===== src/rtl/sram_ctrl_pkg.sv =====
package sram_ctrl_pkg;

    typedef enum logic [2:0] {
        IDLE,
        RD_ACCESS,
        RD_TURNAROUND,
        WR_SETUP,
        WR_PULSE,
        WR_RECOVER
    } ctrl_state_e;

    typedef struct packed {
        logic ce_n;
        logic we_n;
        logic oe_n;
        logic drive;
    } pin_levels_t;

    localparam pin_levels_t PINS_QUIET = '{ce_n: 1'b1, we_n: 1'b1, oe_n: 1'b1, drive: 1'b0};

    function automatic pin_levels_t levels_for(ctrl_state_e s);
        pin_levels_t p;
        p = PINS_QUIET;
        unique case (s)
            IDLE:          p = PINS_QUIET;
            RD_ACCESS:     p = '{ce_n: 1'b0, we_n: 1'b1, oe_n: 1'b0, drive: 1'b0};
            RD_TURNAROUND: p = PINS_QUIET;
            WR_SETUP:      p = '{ce_n: 1'b0, we_n: 1'b1, oe_n: 1'b1, drive: 1'b0};
            WR_PULSE:      p = '{ce_n: 1'b0, we_n: 1'b0, oe_n: 1'b1, drive: 1'b1};
            WR_RECOVER:    p = '{ce_n: 1'b0, we_n: 1'b1, oe_n: 1'b1, drive: 1'b0};
            default:       p = PINS_QUIET;
        endcase
        return p;
    endfunction

endpackage


===== src/rtl/sram_phase_timer.sv =====
module sram_phase_timer #(
    parameter int CNT_W = 4
) (
    input  logic             clk,
    input  logic             rst,
    input  logic             load,
    input  logic [CNT_W-1:0] load_val,
    output logic             expired
);
    logic [CNT_W-1:0] cnt_q;

    assign expired = (cnt_q == '0);

    always_ff @(posedge clk) begin
        if (rst) begin
            cnt_q <= '0;
        end else if (load) begin
            cnt_q <= load_val;
        end else if (!expired) begin
            cnt_q <= cnt_q - 1'b1;
        end
    end
endmodule


===== src/rtl/sram_req_hold.sv =====
module sram_req_hold #(
    parameter int ADDR_W = 19,
    parameter int DATA_W = 8
) (
    input  logic              clk,
    input  logic              rst,
    input  logic              take,
    input  logic [ADDR_W-1:0] addr_in,
    input  logic [DATA_W-1:0] data_in,
    output logic [ADDR_W-1:0] addr_q,
    output logic [DATA_W-1:0] data_q
);
    always_ff @(posedge clk) begin
        if (rst) begin
            addr_q <= '0;
            data_q <= '0;
        end else if (take) begin
            addr_q <= addr_in;
            data_q <= data_in;
        end
    end
endmodule


===== src/rtl/sram_rd_capture.sv =====
module sram_rd_capture #(
    parameter int DATA_W = 8
) (
    input  logic              clk,
    input  logic              rst,
    input  logic              sample,
    input  logic [DATA_W-1:0] bus_in,
    output logic [DATA_W-1:0] word_q,
    output logic              valid_q
);
    always_ff @(posedge clk) begin
        if (rst) begin
            word_q  <= '0;
            valid_q <= 1'b0;
        end else begin
            valid_q <= sample;
            if (sample) begin
                word_q <= bus_in;
            end
        end
    end
endmodule


===== src/rtl/sram_ctrl_fsm.sv =====
module sram_ctrl_fsm
    import sram_ctrl_pkg::*;
#(
    parameter int RD_CYC    = 2,
    parameter int TURN_CYC  = 1,
    parameter int PULSE_LEN = 1,
    parameter int CNT_W     = 2
) (
    input  logic             clk,
    input  logic             rst,
    input  logic             req_fire,
    input  logic             req_write,
    input  logic             phase_done,
    output logic             phase_load,
    output logic [CNT_W-1:0] phase_val,
    output logic             rd_sample,
    output logic             in_idle,
    output logic             ce_n,
    output logic             we_n,
    output logic             oe_n,
    output logic             drive
);
    localparam logic [CNT_W-1:0] RD_LAST    = CNT_W'(RD_CYC - 1);
    localparam logic [CNT_W-1:0] TURN_LAST  = CNT_W'(TURN_CYC - 1);
    localparam logic [CNT_W-1:0] PULSE_LAST = CNT_W'(PULSE_LEN - 1);

    ctrl_state_e state_q, state_d;
    pin_levels_t pins_d;

    // Next-state logic and phase-counter loads
    always_comb begin
        state_d    = state_q;
        phase_load = 1'b0;
        phase_val  = '0;
        rd_sample  = 1'b0;
        unique case (state_q)
            IDLE: begin
                if (req_fire) begin
                    if (req_write) begin
                        state_d = WR_SETUP;
                    end else begin
                        state_d    = RD_ACCESS;
                        phase_load = 1'b1;
                        phase_val  = RD_LAST;
                    end
                end
            end
            RD_ACCESS: begin
                if (phase_done) begin
                    rd_sample  = 1'b1;
                    state_d    = RD_TURNAROUND;
                    phase_load = 1'b1;
                    phase_val  = TURN_LAST;
                end
            end
            RD_TURNAROUND: begin
                if (phase_done) begin
                    state_d = IDLE;
                end
            end
            WR_SETUP: begin
                state_d    = WR_PULSE;
                phase_load = 1'b1;
                phase_val  = PULSE_LAST;
            end
            WR_PULSE: begin
                if (phase_done) begin
                    state_d = WR_RECOVER;
                end
            end
            WR_RECOVER: begin
                state_d = IDLE;
            end
            default: begin
                state_d = IDLE;
            end
        endcase
    end

    assign pins_d  = levels_for(state_d);
    assign in_idle = (state_q == IDLE);

    // State register
    always_ff @(posedge clk) begin
        if (rst) begin
            state_q <= IDLE;
        end else begin
            state_q <= state_d;
        end
    end

    // Registered pin levels, decoded from the next state so they match state_q
    always_ff @(posedge clk) begin
        if (rst) begin
            ce_n  <= PINS_QUIET.ce_n;
            we_n  <= PINS_QUIET.we_n;
            oe_n  <= PINS_QUIET.oe_n;
            drive <= PINS_QUIET.drive;
        end else begin
            ce_n  <= pins_d.ce_n;
            we_n  <= pins_d.we_n;
            oe_n  <= pins_d.oe_n;
            drive <= pins_d.drive;
        end
    end
endmodule


===== src/rtl/sram_async_ctrl.sv =====
module sram_async_ctrl #(
    parameter int ADDR_W            = 19,
    parameter int DATA_W            = 8,
    parameter int RD_ACCESS_CYC     = 2,
    parameter int TURN_CYC          = 1,
    parameter int WR_PULSE_CYC      = 1,
    parameter int WR_DATA_SETUP_CYC = 1
) (
    input  logic              clk,
    input  logic              rst,
    input  logic              req_valid,
    output logic              req_ready,
    input  logic              req_write,
    input  logic [ADDR_W-1:0] req_addr,
    input  logic [DATA_W-1:0] req_wdata,
    output logic [DATA_W-1:0] rsp_rdata,
    output logic              rsp_valid,
    output logic [ADDR_W-1:0] mem_addr,
    output logic              mem_ce_n,
    output logic              mem_we_n,
    output logic              mem_oe_n,
    output logic [DATA_W-1:0] mem_dq_out,
    output logic              mem_dq_oe,
    input  logic [DATA_W-1:0] mem_dq_in
);
    localparam int PULSE_LEN = (WR_PULSE_CYC > WR_DATA_SETUP_CYC) ? WR_PULSE_CYC : WR_DATA_SETUP_CYC;
    localparam int LEN_A     = (PULSE_LEN > RD_ACCESS_CYC) ? PULSE_LEN : RD_ACCESS_CYC;
    localparam int MAX_LEN   = (LEN_A > TURN_CYC) ? LEN_A : TURN_CYC;
    localparam int CNT_W     = (MAX_LEN < 2) ? 1 : $clog2(MAX_LEN);

    logic             req_fire;
    logic             phase_load;
    logic [CNT_W-1:0] phase_val;
    logic             phase_done;
    logic             rd_sample;
    logic             in_idle;

    assign req_ready = in_idle;
    assign req_fire  = req_valid && in_idle;

    sram_ctrl_fsm #(
        .RD_CYC   (RD_ACCESS_CYC),
        .TURN_CYC (TURN_CYC),
        .PULSE_LEN(PULSE_LEN),
        .CNT_W    (CNT_W)
    ) fsm_i (
        .clk       (clk),
        .rst       (rst),
        .req_fire  (req_fire),
        .req_write (req_write),
        .phase_done(phase_done),
        .phase_load(phase_load),
        .phase_val (phase_val),
        .rd_sample (rd_sample),
        .in_idle   (in_idle),
        .ce_n      (mem_ce_n),
        .we_n      (mem_we_n),
        .oe_n      (mem_oe_n),
        .drive     (mem_dq_oe)
    );

    sram_phase_timer #(
        .CNT_W(CNT_W)
    ) timer_i (
        .clk     (clk),
        .rst     (rst),
        .load    (phase_load),
        .load_val(phase_val),
        .expired (phase_done)
    );

    sram_req_hold #(
        .ADDR_W(ADDR_W),
        .DATA_W(DATA_W)
    ) hold_i (
        .clk    (clk),
        .rst    (rst),
        .take   (req_fire),
        .addr_in(req_addr),
        .data_in(req_wdata),
        .addr_q (mem_addr),
        .data_q (mem_dq_out)
    );

    sram_rd_capture #(
        .DATA_W(DATA_W)
    ) cap_i (
        .clk    (clk),
        .rst    (rst),
        .sample (rd_sample),
        .bus_in (mem_dq_in),
        .word_q (rsp_rdata),
        .valid_q(rsp_valid)
    );
endmodule


===== config.mk =====
export PLATFORM = sky130hd
export DESIGN_NAME = sram_async_ctrl
export DESIGN_NICKNAME = d
export VERILOG_FILES = /design/src/rtl/sram_ctrl_pkg.sv /design/src/rtl/sram_phase_timer.sv /design/src/rtl/sram_req_hold.sv /design/src/rtl/sram_rd_capture.sv /design/src/rtl/sram_ctrl_fsm.sv /design/src/rtl/sram_async_ctrl.sv
export SDC_FILE = /design/constraint.sdc
export NUM_CORES = 1
export LEC_CHECK = 0
export BUFFER_PORTS_ARGS = -buffer_cell sky130_fd_sc_hd__buf_2
export CAP_MARGIN = 20
export CORE_UTILIZATION = 35
export DETAILED_ROUTE_END_ITERATION = 8
export PLACE_DENSITY_LB_ADDON = 0.3
export SLEW_MARGIN = 10
export SYNTH_ARGS = -nofsm -noshare
export SYNTH_HDL_FRONTEND = slang
export SYNTH_SLANG_ARGS = --single-unit
export TNS_END_PERCENT = 10

===== constraint.sdc =====
create_clock -name clk -period 3 [get_ports clk]
set_clock_uncertainty 0.05 [all_clocks]
set_input_delay 0.6 -clock clk [delete_from_list [all_inputs] [get_ports clk]]
set_output_delay 0.6 -clock clk [all_outputs]
set_load 0.05 [all_outputs]

After elaboration in Yosys (flattened, before gate mapping) --
Index checks and enable logic that the tools add are counted. Widths: inputs -> output; s select.
Storage, ports and cells: logic and storage cells 37, register bits after elaboration 44, output and inout bits 41
Operators by class: add/subtract/negate cells 1, reductions and logical operators 3, multiplexer cells 15, equal/unequal tests 8
Operator list (number):
- $pmux 3 s5 | 1
- $mux 3 | 4
- $pmux 4 s3 | 1
- $eq 3x2->1 const B | 3
- $eq 3x3->1 const B | 3
- $mux 1 | 7
- $eq 3x1->1 const B | 2
- $logic_not 3->1 | 1
- $pmux 1 s3 | 1
- $mux 2 | 1
- $reduce_or 2->1 | 1
- $logic_and 1x1->1 | 1
- $sub 1x1->1 const B | 1

Depth between registers and ports, before layout --
word-level depth 7, mapped depth 5

Hierarchy --
Synthesis repeated with hierarchy kept, for this count alone.
Unflattened totals: cells, all modules 157, area total of the unflattened synthesis 1666.6 µm²
By module, submodules not included:
- sram_req_hold | times used 1, cells each 87, area each 978.4 µm², seq. area each 540.5 µm²
- sram_ctrl_fsm | times used 1, cells each 38, area each 336.6 µm², seq. area each 140.1 µm²
- sram_rd_capture | times used 1, cells each 28, area each 312.8 µm², seq. area each 180.2 µm²
- sram_phase_timer | times used 1, cells each 3, area each 32.5 µm², seq. area each 20.0 µm²
- sram_async_ctrl | times used 1, cells each 1, area each 6.3 µm², seq. area each 0.0 µm²

Least setup slack after synthesis --
No wires, ideal clock.
kind reg2out, start point register fsm_i.state_q[2], end point output req_ready, arrival 1666 ps, setup slack 684 ps, stages on the path, launching flop included 3, path buffers 1, cell sequence dfxtp_1 -> clkbuf_1 -> nor3_1
On the way: word-level cells in the longest chain between the ends 1
Ends and longest elaborated chain:
- start: declaration | RTL line sram_ctrl_fsm.sv:27 | ctrl_state_e state_q, state_d;
- start signal: assignment | RTL line sram_ctrl_fsm.sv:88 | state_q <= state_d;
- $logic_not 3->1 | RTL line sram_ctrl_fsm.sv:81 | assign in_idle = (state_q == IDLE);
- end: declaration | RTL line sram_async_ctrl.sv:12 | output logic req_ready,
Every way passes these cells.

Final worst setup path --
start point register fsm_i.state_q[2], end point register timer_i.cnt_q
On the way: word-level cells in the longest chain between the ends 5
Ends and longest elaborated chain:
- $logic_not 3->1 | RTL line sram_ctrl_fsm.sv:36, sram_ctrl_fsm.sv:81
- $logic_and 1x1->1 | RTL line sram_async_ctrl.sv:39 | assign req_fire = req_valid && in_idle;
- $mux 1 | RTL line sram_ctrl_fsm.sv:38 | if (req_fire) begin
- $pmux 1 s3 or $mux 1 (tied branches)
- $mux 1 (*) | RTL line sram_phase_timer.sv:17 | end else if (load) begin
- end signal: assignment | RTL line sram_phase_timer.sv:18 | cnt_q <= load_val;
- end signal: assignment | RTL line sram_phase_timer.sv:20 | cnt_q <= cnt_q - 1'b1;
- end: declaration | RTL line sram_phase_timer.sv:10 | logic [CNT_W-1:0] cnt_q;
Every way passes the cells marked *; elsewhere a longest branch is shown, timed or not. A chain may end at the register's enable or synchronous reset.

==> metrics.csv <==
metric,value,unit
Yosys reg bits,44,
Post-route DRC,0,
Final TNS setup,0,ps
CP Data Arrival Time,2170,ps
layout net count,305,
Synth-to-Final Area Change,29.7,%
layout cells sized above 1,34.1,%
Pins Over Slew Limit,0,
Max Cap Viol,0,
Chip Height,70.0,um
Netlist cell types,25,
Die W,70.0,um
DIE AREA,4900,um^2
"Seq/Total Area, Yosys",54.4,%
post-synth top area share,54.4,%
Finished Core Util,47.9,%
Mean Syn Cell Area,8.34,um^2
worst hold stages,2,
Top delay family on crit path,simple AND/OR/NAND/NOR gates,
RSZ-0062 raised after global routing,false,
async set-reset flop share out of synthesis,0,%
Hold Path Sink,hold_i.addr_q[15],
hold crit path type,register to register,
clk buf depth,2,
gpl congestion,0.740,
Antenna Diode Count,0,
outcome,completed,
Worst Reg2Reg Path Length in Cells,2,
CTS Buf Count,5,
critical-path cell list,or4b_1 > a2111oi_2,
ranking of synthesized cells by area,"dfxtp_1 (54%), nand2_1 (17%), a21oi_1 (11%)",
HPWL Detailed,2440,um
R2R Setup Slk,960,ps
first-pass GRT wire length,6020,um
final hold viol count,0,
"count leader, synth",nand2_1,
clock latency at the later pin of the worst-skew pair,290,ps
initial drt markers,65,
initial antenna violation count,0,
Worst R2R Start,fsm_i.state_q[2],
Max H-tree Level,2,
hold_sp,hold_i.addr_q[15],
area of the multi-input gates,652,um^2
largest net degree at the start of global routing,45,
Core ar.,4380,um^2
fin crit share,68.0,%
sequential cell area,881,um^2
post-DR vias/cell,4.71,
CP Class,register to register,
# hold bufs at CTS,0,
DRT antenna net count,0,
Crit Path Max Fanout,28,
"Reg clk slew, reported paths",80,ps
post-synth top area cell,dfxtp_1,
IO Count,80,
vias in the first global route,1368,
final setup vio count,0,
critical path's slowest cell,or4b_1,
Fmax,490,MHz
Synth Flop Type,dfxtp_1,
Fillers,452,
PwrDens,685,nW/um^2
Least-Margin Pin Slew,983,ps
row count,24,
static leakage,0.951,nW
Mapped Cells,194,
post-CTS sizing,0,
Initial Util,36.9,%
Via Count,1503,
gr ovfl total,0,
I/O Buffers,79,
CP Launch Type,register,
# Post-CTS Setup Buffers,0,
Root Buffer,clkbuf_8,
"top cells by count, synth","nand2_1 (72), dfxtp_1 (44), a21oi_1 (37)",
"EDFF count, synth",0,
FF-to-FF End,timer_i.cnt_q,
"Req. time, crit path",3130,ps
Crit path buffers/inverters,0,
DR WL/cell,11.4,um
slew margin rel.,34.4,%
Total Wirelength,3620,um
fin crit period,2040,ps
clk sinks,44,
Syn Nets,233,
TritonCTS clock tree,built,
CP max stage delay,1030,ps
total track usage,15.3,%
Synth Cell Area,1620,um^2
Worst setup EP type,register,
DRT Pass-1 Iters,4,
Synth warnings,0,
worst IR drop on VDD,0.314,mV
-- layout by cell type, fill, tap and decap left out --
cell type	instances
a2111oi_2	1
o31ai_1	1
nor4b_4	1
dfxtp_1	44
clkinvlp_4	1
buf_2	79
or4b_1	2
nor4b_2	1
o21ai_0	1
clkbuf_1	1
nand3_1	1
buf_4	1
nor4_1	3
nand2_1	72
a21oi_1	37
o21bai_1	1
nor2_1	4
mux2i_1	1
nand3b_1	1
inv_1	1
a211oi_1	1
nor3_1	4
a21o_1	1
clkbuf_8	6
mux2_2	1
-- where the power goes --
group	internal (mW)	total [mW]	switching, mW	leakage, nW
sequential	0.635	0.674	0.0395	0.360
clock	0.187	0.379	0.192	0.0445
combinational	0.100	0.384	0.283	0.546
total	0.922	1.44	0.515	0.951
-- cells by family after synthesis --
kind of cell    Yosys count  synth area share (%)
simple gates             89                  24.4
buf+inv                  16                  5.26
flops                    44                  54.4
compound gates           43                  14.5
mux                       2                  1.31
-- flip-flops by register name, summed over array words and instances, names as in the netlist --
name	cells
timer_i.cnt_q	1
fsm_i.oe_n	1
fsm_i.ce_n	1
fsm_i.we_n	1
fsm_i.state_q	3
cap_i.valid_q	1
fsm_i.drive	1
hold_i.data_q	8
hold_i.addr_q	19
cap_i.word_q	8
-- per-layer routing --
| metal | share of wire [%] | vias up | GRT usage (%) | routed length [um] |
|---|---|---|---|---|
| met1 | 47 | 663 | 18.7 | 1720 |
| met4 | 0.97 | 0 | 8.00 | 35 |
| met3 | 5.8 | 4 | 3.32 | 210 |
| met2 | 46 | 51 | 25.1 | 1660 |
| li1 | - | 785 | - | - |
| met5 | 0 | - | 0 | 0 |
-- layout make-up --
type / count / share of cell area (%)
tap: 52 / 3.10
inverter: 1 / 0.179
clock inverter: 1 / 0.358
timing repair buffer: 80 / 19.2
sequential: 44 / 42.0
clock buffer: 7 / 4.11
multi-input combinational: 134 / 31.1
-- how the worst max path moves through the flow --
stage / slack (ps) / start / end / cells past startpoint
2_1_floorplan: 680 / fsm_i.state_q[2] / req_ready / 2
5_1_grt: 800 / fsm_i.state_q[2] / timer_i.cnt_q / 2
3_3_place_gp: 850 / req_valid / timer_i.cnt_q / 3
3_5_place_dp: 800 / req_valid / timer_i.cnt_q / 3
4_1_cts: 910 / fsm_i.state_q[2] / timer_i.cnt_q / 2
6_report: 960 / fsm_i.state_q[2] / timer_i.cnt_q / 2
-- worst min-delay path: stages, from the launching register on --
cell     delay [ps]
dfxtp_1         310
nand2_1          50
a21oi_1          50
-- per-stage QoR --
step                cell area [um^2]  instances  setup slack, ps  total power [mW]  hold WS, ps
CTS                             2100        319              914              1.46          405
global placement                2000        311              854              1.07          389
global route                    2100        319              800              1.51          422
detailed placement              2000        311              798              1.08          394
finish                          2100        319              959              1.44          403
floorplan                       1620        194              684             0.988          564
Power figures use the tool's default switching activity.
